$ cat src/rtl/cam_cap_pkg.sv
package cam_cap_pkg;
  localparam logic [7:0] FMT_YUV422 = 8'h1E;
  localparam logic [7:0] FMT_RGB565 = 8'h22;
  localparam logic [7:0] FMT_RAW8   = 8'h2A;
  localparam logic [7:0] FMT_GREY   = 8'h4A;
  localparam logic [7:0] FMT_STREAM = 8'h5A;

  typedef struct packed {
    logic legal;
    logic two_byte;
    logic stream;
  } fmt_info_t;

  function automatic fmt_info_t fmt_lookup(input logic [7:0] code);
    fmt_info_t r;
    r = '0;
    unique case (code)
      FMT_YUV422, FMT_RGB565: begin r.legal = 1'b1; r.two_byte = 1'b1; end
      FMT_RAW8, FMT_GREY:     r.legal = 1'b1;
      FMT_STREAM:             begin r.legal = 1'b1; r.stream = 1'b1; end
      default:                r = '0;
    endcase
    return r;
  endfunction
endpackage

$ cat src/rtl/cam_fmt_decode.sv
module cam_fmt_decode
  import cam_cap_pkg::*;
#(
  parameter int FMT_W = 8
) (
  input  logic [FMT_W-1:0] fmt_i,
  input  logic             embed_sync_i,
  output logic             two_byte_o,
  output logic             cfg_err_o
);
  fmt_info_t info;

  always_comb begin
    info       = fmt_lookup(fmt_i[7:0]);
    two_byte_o = info.two_byte;
    // compressed stream cannot be framed by embedded codes
    cfg_err_o  = !info.legal || (info.stream && embed_sync_i);
  end
endmodule

$ cat src/rtl/cam_edge_sample.sv
module cam_edge_sample #(
  parameter int DW          = 8,
  parameter int SYNC_STAGES = 2
) (
  input  logic          clk_i,
  input  logic          rst_ni,
  input  logic          rise_sel_i,
  input  logic          hs_high_i,
  input  logic          vs_high_i,
  input  logic          pclk_i,
  input  logic          hsync_i,
  input  logic          vsync_i,
  input  logic [DW-1:0] data_i,
  output logic          strobe_o,
  output logic [DW-1:0] data_o,
  output logic          hs_act_o,
  output logic          vs_act_o
);
  localparam int BW = DW + 3;

  logic [SYNC_STAGES-1:0][BW-1:0] stg_q;
  logic [BW-1:0] last;
  logic          pclk_q;
  logic          pclk_s, hs_s, vs_s;

  always_ff @(posedge clk_i or negedge rst_ni) begin
    if (!rst_ni) begin
      stg_q  <= '0;
      pclk_q <= 1'b0;
    end else begin
      stg_q[0] <= {pclk_i, hsync_i, vsync_i, data_i};
      for (int i = 1; i < SYNC_STAGES; i++) stg_q[i] <= stg_q[i-1];
      pclk_q <= pclk_s;
    end
  end

  always_comb begin
    last     = stg_q[SYNC_STAGES-1];
    pclk_s   = last[BW-1];
    hs_s     = last[BW-2];
    vs_s     = last[BW-3];
    data_o   = last[DW-1:0];
    strobe_o = rise_sel_i ? (pclk_s && !pclk_q) : (!pclk_s && pclk_q);
    hs_act_o = !(hs_s ^ hs_high_i);
    vs_act_o = !(vs_s ^ vs_high_i);
  end

  AST_STROBE_SINGLE: assert property (@(posedge clk_i) disable iff (!rst_ni)
    strobe_o ##1 $stable(rise_sel_i) |-> !strobe_o);
endmodule

$ cat src/rtl/cam_packer.sv
module cam_packer #(
  parameter int DW = 8
) (
  input  logic            clk_i,
  input  logic            rst_ni,
  input  logic            run_i,
  input  logic            strobe_i,
  input  logic [DW-1:0]   data_i,
  input  logic            hs_act_i,
  input  logic            vs_act_i,
  input  logic            two_byte_i,
  input  logic            swap_i,
  output logic            pix_valid_o,
  output logic [2*DW-1:0] pix_data_o,
  output logic            line_start_o,
  output logic            frame_start_o
);
  logic            synced_q, frame_arm_q, line_arm_q, phase_q;
  logic [DW-1:0]   hold_q;
  logic            take;
  logic [2*DW-1:0] word;

  always_comb begin
    take = vs_act_i && hs_act_i && synced_q;
    if (!two_byte_i)  word = {{DW{1'b0}}, data_i};
    else if (swap_i)  word = {data_i, hold_q};
    else              word = {hold_q, data_i};
  end

  always_ff @(posedge clk_i or negedge rst_ni) begin
    if (!rst_ni) begin
      synced_q      <= 1'b0;
      frame_arm_q   <= 1'b0;
      line_arm_q    <= 1'b0;
      phase_q       <= 1'b0;
      hold_q        <= '0;
      pix_valid_o   <= 1'b0;
      pix_data_o    <= '0;
      line_start_o  <= 1'b0;
      frame_start_o <= 1'b0;
    end else begin
      pix_valid_o   <= 1'b0;
      line_start_o  <= 1'b0;
      frame_start_o <= 1'b0;
      if (!run_i) begin
        synced_q    <= 1'b0;
        frame_arm_q <= 1'b0;
        line_arm_q  <= 1'b0;
        phase_q     <= 1'b0;
      end else if (strobe_i) begin
        if (!vs_act_i) begin
          synced_q    <= 1'b1;
          frame_arm_q <= 1'b1;
        end
        if (!hs_act_i) begin
          phase_q    <= 1'b0;
          line_arm_q <= 1'b1;
        end
        if (take) begin
          if (two_byte_i && !phase_q) begin
            hold_q  <= data_i;
            phase_q <= 1'b1;
          end else begin
            pix_valid_o   <= 1'b1;
            pix_data_o    <= word;
            line_start_o  <= line_arm_q;
            frame_start_o <= frame_arm_q;
            line_arm_q    <= 1'b0;
            frame_arm_q   <= 1'b0;
            phase_q       <= 1'b0;
          end
        end
      end
    end
  end

  AST_MARK_NEEDS_VALID: assert property (@(posedge clk_i) disable iff (!rst_ni)
    (line_start_o || frame_start_o) |-> pix_valid_o);
  AST_ONE_BYTE_UPPER_ZERO: assert property (@(posedge clk_i) disable iff (!rst_ni)
    (pix_valid_o && $past(!two_byte_i)) |-> (pix_data_o[2*DW-1:DW] == '0));
  AST_NO_TAKE_UNSYNCED: assert property (@(posedge clk_i) disable iff (!rst_ni)
    (!synced_q) |=> !pix_valid_o);
endmodule

$ cat src/rtl/cam_capture.sv
module cam_capture #(
  parameter int DW          = 8,
  parameter int FMT_W       = 8,
  parameter int SYNC_STAGES = 2
) (
  input  logic            clk_i,
  input  logic            rst_ni,
  input  logic            enable_i,
  input  logic            vsync_high_i,
  input  logic            hsync_high_i,
  input  logic            pclk_rise_i,
  input  logic [FMT_W-1:0] fmt_i,
  input  logic            swap_i,
  input  logic            embed_sync_i,
  input  logic            pclk_i,
  input  logic            hsync_i,
  input  logic            vsync_i,
  input  logic [DW-1:0]   data_i,
  output logic            pix_valid_o,
  output logic [2*DW-1:0] pix_data_o,
  output logic            line_start_o,
  output logic            frame_start_o,
  output logic            cfg_err_o
);
  logic          two_byte, run;
  logic          strobe, hs_act, vs_act;
  logic [DW-1:0] s_data;

  cam_fmt_decode #(.FMT_W(FMT_W)) u_dec (
    .fmt_i        (fmt_i),
    .embed_sync_i (embed_sync_i),
    .two_byte_o   (two_byte),
    .cfg_err_o    (cfg_err_o)
  );

  assign run = enable_i && !cfg_err_o;

  cam_edge_sample #(.DW(DW), .SYNC_STAGES(SYNC_STAGES)) u_smp (
    .clk_i      (clk_i),
    .rst_ni     (rst_ni),
    .rise_sel_i (pclk_rise_i),
    .hs_high_i  (hsync_high_i),
    .vs_high_i  (vsync_high_i),
    .pclk_i     (pclk_i),
    .hsync_i    (hsync_i),
    .vsync_i    (vsync_i),
    .data_i     (data_i),
    .strobe_o   (strobe),
    .data_o     (s_data),
    .hs_act_o   (hs_act),
    .vs_act_o   (vs_act)
  );

  cam_packer #(.DW(DW)) u_pack (
    .clk_i         (clk_i),
    .rst_ni        (rst_ni),
    .run_i         (run),
    .strobe_i      (strobe),
    .data_i        (s_data),
    .hs_act_i      (hs_act),
    .vs_act_i      (vs_act),
    .two_byte_i    (two_byte),
    .swap_i        (swap_i),
    .pix_valid_o   (pix_valid_o),
    .pix_data_o    (pix_data_o),
    .line_start_o  (line_start_o),
    .frame_start_o (frame_start_o)
  );

  AST_IDLE_WHEN_OFF: assert property (@(posedge clk_i) disable iff (!rst_ni)
    (!enable_i) |=> !pix_valid_o);
  AST_ERR_BLOCKS: assert property (@(posedge clk_i) disable iff (!rst_ni)
    cfg_err_o |=> !pix_valid_o);
endmodule

$ cat config.mk
export PLATFORM = sky130hd
export DESIGN_NAME = cam_capture
export DESIGN_NICKNAME = d
export VERILOG_FILES = /design/src/rtl/cam_cap_pkg.sv /design/src/rtl/cam_fmt_decode.sv /design/src/rtl/cam_edge_sample.sv /design/src/rtl/cam_packer.sv /design/src/rtl/cam_capture.sv
export SDC_FILE = /design/constraint.sdc
export NUM_CORES = 1
export LEC_CHECK = 0
export BUFFER_PORTS_ARGS = -buffer_cell sky130_fd_sc_hd__buf_2
export CORE_ASPECT_RATIO = 0.75
export CORE_MARGIN = 2
export CORE_UTILIZATION = 55
export CTS_BUF_LIST = sky130_fd_sc_hd__clkbuf_4 sky130_fd_sc_hd__clkbuf_8
export DETAILED_ROUTE_END_ITERATION = 6
export PLACE_DENSITY = 0.81
export SETUP_SLACK_MARGIN = 0.4
export SYNTH_ARGS = -nofsm -noshare
export SYNTH_HDL_FRONTEND = slang
export SYNTH_HIERARCHICAL = 1
export SYNTH_SLANG_ARGS = --single-unit
$ cat constraint.sdc
create_clock -name clk_i -period 4.02 [get_ports clk_i]
set_input_delay 0 -clock clk_i [delete_from_list [all_inputs] [get_ports clk_i]]
set_output_delay 0 -clock clk_i [all_outputs]
set_load 0.05 [all_outputs]
==> impl_metrics.json, run 1 <==
{
  "regArea_sq_mm": 0.00135,
  "rsz0062_at_grt": "no",
  "setup_viol": 0,
  "ys_types": 34,
  "maxCapViolations": 0,
  "clk_pin_slew_ns": 0.09,
  "power.leakage_nw": 1.27,
  "drt-pass1-iter-count": 4,
  "critical_path_class": "input pin to register",
  "hold_violations": 0,
  "endpoint_kind": "register",
  "yosysMostFrequentCell": "dfrtp_1",
  "drc": 0,
  "cts_tree": "yes",
  "cp-endpoint": "u_pack/pix_data_o[7]$_DFFE_PN0P_",
  "ys_top_cells_by_count": "dfrtp_1 (54), mux2_2 (32), a22o_1 (8), buf_4 (8), nand2_1 (7)",
  "initial_core_util_pct": 58.3,
  "fin_worst_skew_ns": 0.00509,
  "antenna_cells": 0,
  "yosysWarnings": 6,
  "fin_setup_tns_ns": 0,
  "drt-initial-drc-count": 47,
  "drive_gt1_share_pct": 46.3,
  "ir_drop_mv": 0.258,
  "period_needed_ns": 2.54,
  "cts_buffer_depth": 2,
  "fmax_mhz": 394,
  "worstSetupStartpointType": "input pin",
  "crit_fanout": 19,
  "numCtsBuffers": 5,
  "place_congestion": 0.725,
  "cts_num_sinks": 54,
  "cp_data_arrival_time_ns": 2.72,
  "setup_ws_ns": 1.48,
  "die_w_microns": 76.6,
  "synth_top_cell_by_area": "dfrtp_1",
  "synth_edf_count": 0,
  "avgViaCountPerCell": 5.19,
  "synth_area_sq_mm": 0.00218,
  "grt_pass1_vias": 1351,
  "num_vias": 1323,
  "gr-usage-all-layers_pct": 18.9,
  "r2r-start": "u_smp/last[10]$_DFF_PN0_",
  "crit_path_start": "fmt_i[4]",
  "power_density_mw_per_mm2": 355,
  "holdWs_ns": 0.0660,
  "hpwl_mm": 2.59,
  "p_total_mw": 0.921,
  "pre_cts_ws_ns": 1.19,
  "die_y_microns": 58.5,
  "grt_pass1_wl_mm": 6.42,
  "finalCritPeriodShare_pct": 63.1,
  "cts_setup_buffers": 0,
  "syn_area_per_cell_sq_um": 14.7,
  "final_core_util_pct": 69.5,
  "fin_nets": 229,
  "r2r-end": "u_pack/pix_data_o[7]$_DFFE_PN0P_",
  "avgRoutedWirePerCell_microns": 15.3,
  "ys_async_sr_fraction_pct": 100,
  "syn_nets": 175,
  "hp-class": "input pin to register",
  "antenna_found_initial": 0,
  "port_buffers": 46,
  "antenna_left": 0,
  "drv_slew": 0,
  "relSlewSlack_pct": 24.3,
  "die_area_sq_mm": 0.00448,
  "outcome": "finished, final reports clean",
  "synth_top_cells_by_area": "dfrtp_1 (62%), mux2_2 (17%), a22o_1 (3.2%)",
  "r2r_setup_slack_ns": 1.82,
  "fillers": 263,
  "h-tree-depth": 2,
  "overflow": 0,
  "clk-insertion-delay-late_ns": 0.30,
  "syn_inst": 148,
  "core_sq_mm": 0.00373,
  "root_buffer": "clkbuf_8",
  "tightest_slew_ns": 1.14,
  "grt_max_degree": 55,
  "synth_seq_cells": 54,
  "wirelength_mm": 3.89,
  "io_pins": 47,
  "required_ns": 4.20,
  "reg2reg_depth": 5,
  "area_growth_pct": 19.3,
  "ys.flop_type": "dfrtp_1",
  "row_count": 19,
  "synth.yosys.seq_area_share_pct": 62.1,
  "multi_input_area_sq_um": 722,
  "yosysTopAreaCellShare_pct": 62.1
}
==> final cells by class <==
type	count	share of cell area [%]
Clock buffer	6	3.18
Clock inverter	2	0.482
Multi-Input combinational cell	80	27.8
Sequential cell	54	52.1
Inverter	3	0.434
Timing Repair Buffer	58	13.5
Tap cell	52	2.51
==> registers in the layout, indices dropped and copies added, names as in the netlist <==
name and flops:
u_pack/frame_start_o 1, u_smp/last 11, u_smp/stg_q 11, u_pack/hold_q 8, u_pack/synced_q 1, u_pack/pix_data_o 16, u_pack/line_start_o 1, u_smp/pclk_q 1
u_pack/line_arm_q 1, u_pack/frame_arm_q 1, u_pack/phase_q 1, u_pack/pix_valid_o 1
==> worst max-delay path, cell delays in order <==
cell and delay (ns):
buf_2 0.12, or4b_1 0.53, a211oi_2 0.40, o32ai_1 0.21, nor2b_4 0.21, nand3_1 0.15, or3_1 0.69, mux2_2 0.41
==> report_power, final <==
part	switching, mW	internal (mW)
Combinational	0.0277	0.0297
Sequential	0.00527	0.554
Clock	0.165	0.139
==> worst min-delay path by stage <==
stage                                     endpoint  cells after the start  slack (ns)      start
floorplan           u_pack/frame_arm_q$_DFFE_PN0P_                      0       -0.30     rst_ni
global placement          u_smp/stg_q[3]$_DFF_PN0_                      1        0.11  data_i[3]
finish                 u_pack/synced_q$_DFFE_PN0P_                      3        0.07   enable_i
detailed placement        u_smp/stg_q[5]$_DFF_PN0_                      1        0.11  data_i[5]
global route           u_pack/synced_q$_DFFE_PN0P_                      3        0.06   enable_i
CTS                    u_pack/synced_q$_DFFE_PN0P_                      3        0.06   enable_i
==> cell usage in the layout (no fill, tap or decap), types with 2 or more instances in the layout <==
cell and count:
a22o_1 8, buf_2 46, clkbuf_8 6, dfrtp_1 54
dlygate4sd3_1 12, inv_1 3, mux2_2 32, nand2_1 7
nand2b_1 3, nand3_1 2, nand4b_1 2, nor2_1 2
nor2b_1 2, or3b_2 2, xnor2_1 2
==> layer usage <==
| metal | vias to the layer above | track usage [%] | share of wire [%] |
|---|---|---|---|
| met1 | 651 | 24.0 | 44 |
| li1 | 625 | - | - |
| met2 | 40 | 30.8 | 50 |
| met5 | - | 0 | 0 |
| met3 | 7 | 5.06 | 4.3 |
| met4 | 0 | 9.35 | 1.8 |
==> cell families after synthesis <==
| group | share of synthesized area (%) |
|---|---|
| AOI/OAI and AO/OA | 6.84 |
| and+or+nand+nor | 8.97 |
| muxes | 16.6 |
| xor gates and xnor gates | 0.805 |
| buffers and inverters | 4.71 |
| DFF | 62.1 |
==> timing repair <==
item | CTS | global route
hold endpoints to repair | 65 | 0
gates resized for setup | 0 | 0
hold buffers | 12 | 0
==> through the flow <==
step | instance area (sq um) | instances
after detailed placement | 2380 | 235
after CTS | 2590 | 255
final | 2590 | 255
after global routing | 2590 | 255
after global placement | 2380 | 235
after floorplan | 2180 | 148
Power figures use the tool's default switching activity.
==> run 2: changes to the inputs <==
Settings changed: CORE_UTILIZATION 55 to 50, PLACE_DENSITY 0.81 to 0.77.
Clock period 4.02 ns to 2.2 ns, I/O delays scaled along.
==> impl_metrics.json, run 2 (synthesis gave the netlist of run 1 again) <==
{
  "period_needed_ns": 1.92,
  "die_area_sq_mm": 0.00490,
  "place_congestion": 0.876,
  "worstSetupStartpointType": "input pin",
  "avgViaCountPerCell": 5.36,
  "root_buffer": "clkbuf_8",
  "rsz0062_at_grt": "yes",
  "final_cell_mix": "dfrtp_1 (54), buf_2 (44), mux2_2 (24)",
  "h-tree-depth": 2,
  "row_count": 20,
  "initial_core_util_pct": 53.0,
  "fmax_mhz": 520,
  "cp_data_arrival_time_ns": 2.11,
  "outcome": "finished, final reports clean",
  "antenna_cells": 0,
  "die_y_microns": 61.1,
  "cts_buffer_depth": 2,
  "hold_violations": 0,
  "grt_max_degree": 29,
  "wirelength_mm": 4.43,
  "fin_worst_skew_ns": 0.00745,
  "holdWs_ns": 0.0951,
  "antenna_found_initial": 0,
  "grt_pass1_vias": 1531,
  "grt_pass1_wl_mm": 6.92,
  "ir_drop_mv": 0.451,
  "slowest_stage": "or4b_4",
  "drc": 0,
  "num_vias": 1470,
  "max_flop_register": "u_pack/pix_data_o",
  "core_sq_mm": 0.00410,
  "tightest_slew_ns": 0.573,
  "setup_viol": 0,
  "layout.cells.most_common": "dfrtp_1",
  "crit_chain": "buf_8 -> or4b_4 -> a211oi_4 -> o32ai_4 -> nor2b_4 -> nand3_2 -> or3_4 -> buf_6 -> mux2_4",
  "clk_pin_slew_ns": 0.09,
  "finalCritPeriodShare_pct": 87.4,
  "drive_gt1_share_pct": 55.3,
  "drt-initial-drc-count": 74,
  "area_growth_pct": 32.3,
  "power_density_mw_per_mm2": 627,
  "maxCapViolations": 0,
  "avgRoutedWirePerCell_microns": 16.2,
  "die_w_microns": 80.2,
  "path_buf_inv": 2,
  "hp-class": "input pin to register",
  "relSlewSlack_pct": 61.8,
  "slowest_delay_ns": 0.54,
  "critical_path.top_delay_family": "simple AND/OR/NAND/NOR gates",
  "overflow": 0,
  "crit_fanout": 8,
  "drt-pass1-iter-count": 4,
  "port_buffers": 46,
  "place_area_sq_mm": 0.00250,
  "required_ns": 2.39,
  "largest_reg_flops": 16,
  "drv_slew": 0,
  "critical_path_class": "input pin to register",
  "cts_tree": "yes",
  "hpwl_mm": 2.83,
  "antenna_left": 0,
  "fin_nets": 246,
  "clk-insertion-delay-late_ns": 0.30,
  "endpoint_kind": "register",
  "io_pins": 47,
  "gr-usage-all-layers_pct": 18.8,
  "cts_num_sinks": 54,
  "power.leakage_nw": 1.40,
  "numCtsBuffers": 5,
  "postLayoutCellArea_sq_mm": 0.00288
}
[run 2: power breakdown]
part | switching (mW) | internal (mW)
Clock | 0.290 | 0.364
Sequential | 0.0111 | 1.01
Combinational | 0.0599 | 0.0685
Total | 0.361 | 1.45
[run 2: per-stage QoR]
stage	power [mW]	TNS, ns	setup WS, ns	util (%)	cells
2_1_floorplan	1.09	-3.00	-0.159	-	148
3_3_place_gp	1.13	-0.252	-0.0280	60.9	248
3_5_place_dp	1.14	-1.20	-0.0854	60.9	248
4_1_cts	1.81	0	0.247	69.0	272
5_1_grt	1.87	0	0.231	70.2	274
6_report	1.81	0	0.276	70.2	274
[run 2: repair_timing]
action                     in CTS  in global routing
setup endpoints to repair      25                 27
gates resized for setup        17                  7
setup buffers                   5                  2
hold buffers                   12                  0
gates cloned                    0                  0
hold endpoints to repair       37                  0
pin swaps                       4                  3
[run 2: path summary, 6_finish.rpt]
check / startpoint / end / slack [ns] / cells after the start
min: hsync_high_i / u_pack/line_arm_q$_DFFE_PN0P_ / 0.1 / 3
max reg2reg: u_smp/last[10]$_DFF_PN0_ / u_pack/pix_data_o[1]$_DFFE_PN0P_ / 0.35 / 6
max: fmt_i[4] / u_pack/pix_data_o[1]$_DFFE_PN0P_ / 0.28 / 9
max in group asynchronous: rst_ni / u_smp/last[4]$_DFF_PN0_ / 1.20 / 3
min in group asynchronous: rst_ni / u_smp/stg_q[6]$_DFF_PN0_ / 0.22 / 2
min reg2reg: u_smp/stg_q[5]$_DFF_PN0_ / u_smp/last[5]$_DFF_PN0_ / 0.35 / 0
[run 2: worst min-delay path, stage by stage]
cell and delay (ns):
buf_2 0.10, xnor2_2 0.17, o22ai_1 0.08
[run 2: metal layers]
metal  up-vias  global-route usage (%)  part of all wire (%)
met2        63                    33.9                    51
met4         0                    6.54                   1.3
met5         -                       0                     0
met3        14                    3.96                   5.1
li1        654                       -                     -
met1       739                    22.9                    42
[run 2: final cells by class]
type                            count  area (sq um)
Fill cell                         289          1220
Clock buffer                        6          82.6
Tap cell                           55          68.8
Inverter                            3          11.3
Timing Repair Buffer               75           505
Multi-Input combinational cell     80           830
Clock inverter                      1          30.0
Sequential cell                    54          1350
==> run 3: changes to the inputs <==
Settings changed: PLACE_DENSITY 0.77 to 0.88.
==> impl_metrics.json, run 3 (synthesis gave the netlist of run 1 again) <==
{
  "fin_nets": 241,
  "critical_path.top_delay_family": "simple AND/OR/NAND/NOR gates",
  "worstSetupStartpointType": "input pin",
  "drv_slew": 0,
  "rsz0062_at_grt": "yes",
  "avgViaCountPerCell": 5.21,
  "slowest_delay_ns": 0.54,
  "hpwl_mm": 2.65,
  "io_pins": 47,
  "required_ns": 2.40,
  "antenna_cells": 0,
  "initial_core_util_pct": 53.0,
  "gr-usage-all-layers_pct": 18.5,
  "grt_pass1_vias": 1450,
  "power_density_mw_per_mm2": 603,
  "postLayoutCellArea_sq_mm": 0.00281,
  "overflow": 0,
  "area_growth_pct": 29.3,
  "relSlewSlack_pct": 56.8,
  "ir_drop_mv": 0.588,
  "wirelength_mm": 4.08,
  "critical_path_class": "input pin to register",
  "outcome": "finished, final reports clean",
  "hp-class": "input pin to register",
  "tightest_slew_ns": 0.648,
  "max_flop_register": "u_pack/pix_data_o",
  "clk_pin_slew_ns": 0.09,
  "grt_max_degree": 55,
  "die_y_microns": 61.1,
  "slowest_stage": "or4b_4",
  "fillers": 306,
  "antenna_left": 0,
  "regArea_sq_mm": 0.00135,
  "period_needed_ns": 1.88,
  "place_congestion": 0.747,
  "crit_fanout": 19,
  "drc": 0,
  "cts_num_sinks": 54,
  "die_area_sq_mm": 0.00490,
  "cts_tree": "yes",
  "drive_gt1_share_pct": 54.0,
  "fmax_mhz": 531,
  "cp_data_arrival_time_ns": 2.08,
  "avgRoutedWirePerCell_microns": 15.1,
  "antenna_found_initial": 0,
  "h-tree-depth": 2,
  "path_buf_inv": 2,
  "final_cell_mix": "dfrtp_1 (54), buf_2 (44), mux2_2 (30)",
  "core_sq_mm": 0.00410,
  "final_core_util_pct": 68.5,
  "power.leakage_nw": 1.38,
  "row_count": 20,
  "grt_pass1_wl_mm": 6.63,
  "crit_chain": "buf_8 -> or4b_4 -> a211oi_4 -> o32ai_4 -> nor2b_4 -> nand3_2 -> or3_4 -> buf_12 -> mux2_2",
  "multi_input_area_sq_um": 818,
  "clk-insertion-delay-late_ns": 0.30,
  "port_buffers": 46,
  "hold_violations": 0,
  "fin_worst_skew_ns": 0.00432,
  "fin_setup_tns_ns": 0,
  "finalCritPeriodShare_pct": 85.5,
  "place_area_sq_mm": 0.00249,
  "setup_viol": 0,
  "endpoint_kind": "register",
  "maxCapViolations": 0,
  "root_buffer": "clkbuf_8",
  "largest_reg_flops": 16,
  "die_w_microns": 80.2,
  "num_vias": 1407,
  "cts_buffer_depth": 2,
  "p_total_mw": 1.69,
  "numCtsBuffers": 5,
  "drt-initial-drc-count": 118,
  "drt-pass1-iter-count": 4,
  "layout.cells.most_common": "dfrtp_1"
}
[run 3: path summary, 6_finish.rpt]
check                                          from                                to  slack, ns  cells past startpoint
max in group asynchronous                    rst_ni           u_smp/last[1]$_DFF_PN0_       1.43                      3
min in group asynchronous                    rst_ni           u_smp/last[3]$_DFF_PN0_       0.33                      3
hold reg to reg            u_smp/stg_q[5]$_DFF_PN0_           u_smp/last[5]$_DFF_PN0_       0.35                      0
setup / recovery                           fmt_i[4]  u_pack/pix_data_o[5]$_DFFE_PN0P_       0.32                      9
hold / removal                         hsync_high_i    u_pack/frame_arm_q$_DFFE_PN0P_       0.09                      3
setup reg to reg           u_smp/last[10]$_DFF_PN0_  u_pack/pix_data_o[5]$_DFFE_PN0P_       0.43                      6
[run 3: repair_timing]
action / CTS / global route
setup endpoints to repair: 25 / 25
hold buffers: 12 / 0
buffers inserted: 3 / 2
resized for setup: 9 / 8
pin swaps: 4 / 3
hold endpoints to repair: 65 / 0
[run 3: per-stage QoR]
| step | cells | hold WS (ns) | setup WS [ns] |
|---|---|---|---|
| floorplan | 148 | -0.296 | -0.159 |
| global placement | 245 | 0.108 | -0.0228 |
| detailed placement | 245 | 0.109 | -0.0864 |
| CTS | 268 | 0.104 | 0.271 |
| global route | 270 | 0.0830 | 0.268 |
| finish | 270 | 0.0934 | 0.319 |
[run 3: worst reg2reg max path, cell delays in order, from the launching register on]
cell and delay, ns:
dfrtp_1 0.40, nand2b_4 0.15, o22ai_4 0.19, nand2_4 0.10, or3_4 0.39, buf_12 0.16
mux2_2 0.28
[run 3: power breakdown]
group          switching (mW)  internal [mW]  total, mW
combinational          0.0601         0.0702      0.130
clock                   0.303          0.237      0.540
sequential             0.0115           1.01       1.02
total                   0.374           1.32       1.69
[run 3: layer usage]
metal / wire length (microns) / GRT usage, % / share of wire [%]
met5: 0 / 0 / 0
met2: 2000 / 32.7 / 49
met1: 1780 / 22.0 / 44
met4: 62 / 7.26 / 1.5
met3: 240 / 5.28 / 5.9
[run 3: layout make-up]
type	count	share of cell area, %
multi-input cells	80	29.1
flip-flops and latches	54	48.0
inverters	3	0.400
repair buffers	70	16.8
clock buffers	6	2.71
well taps	55	2.45
clock inverters	2	0.489
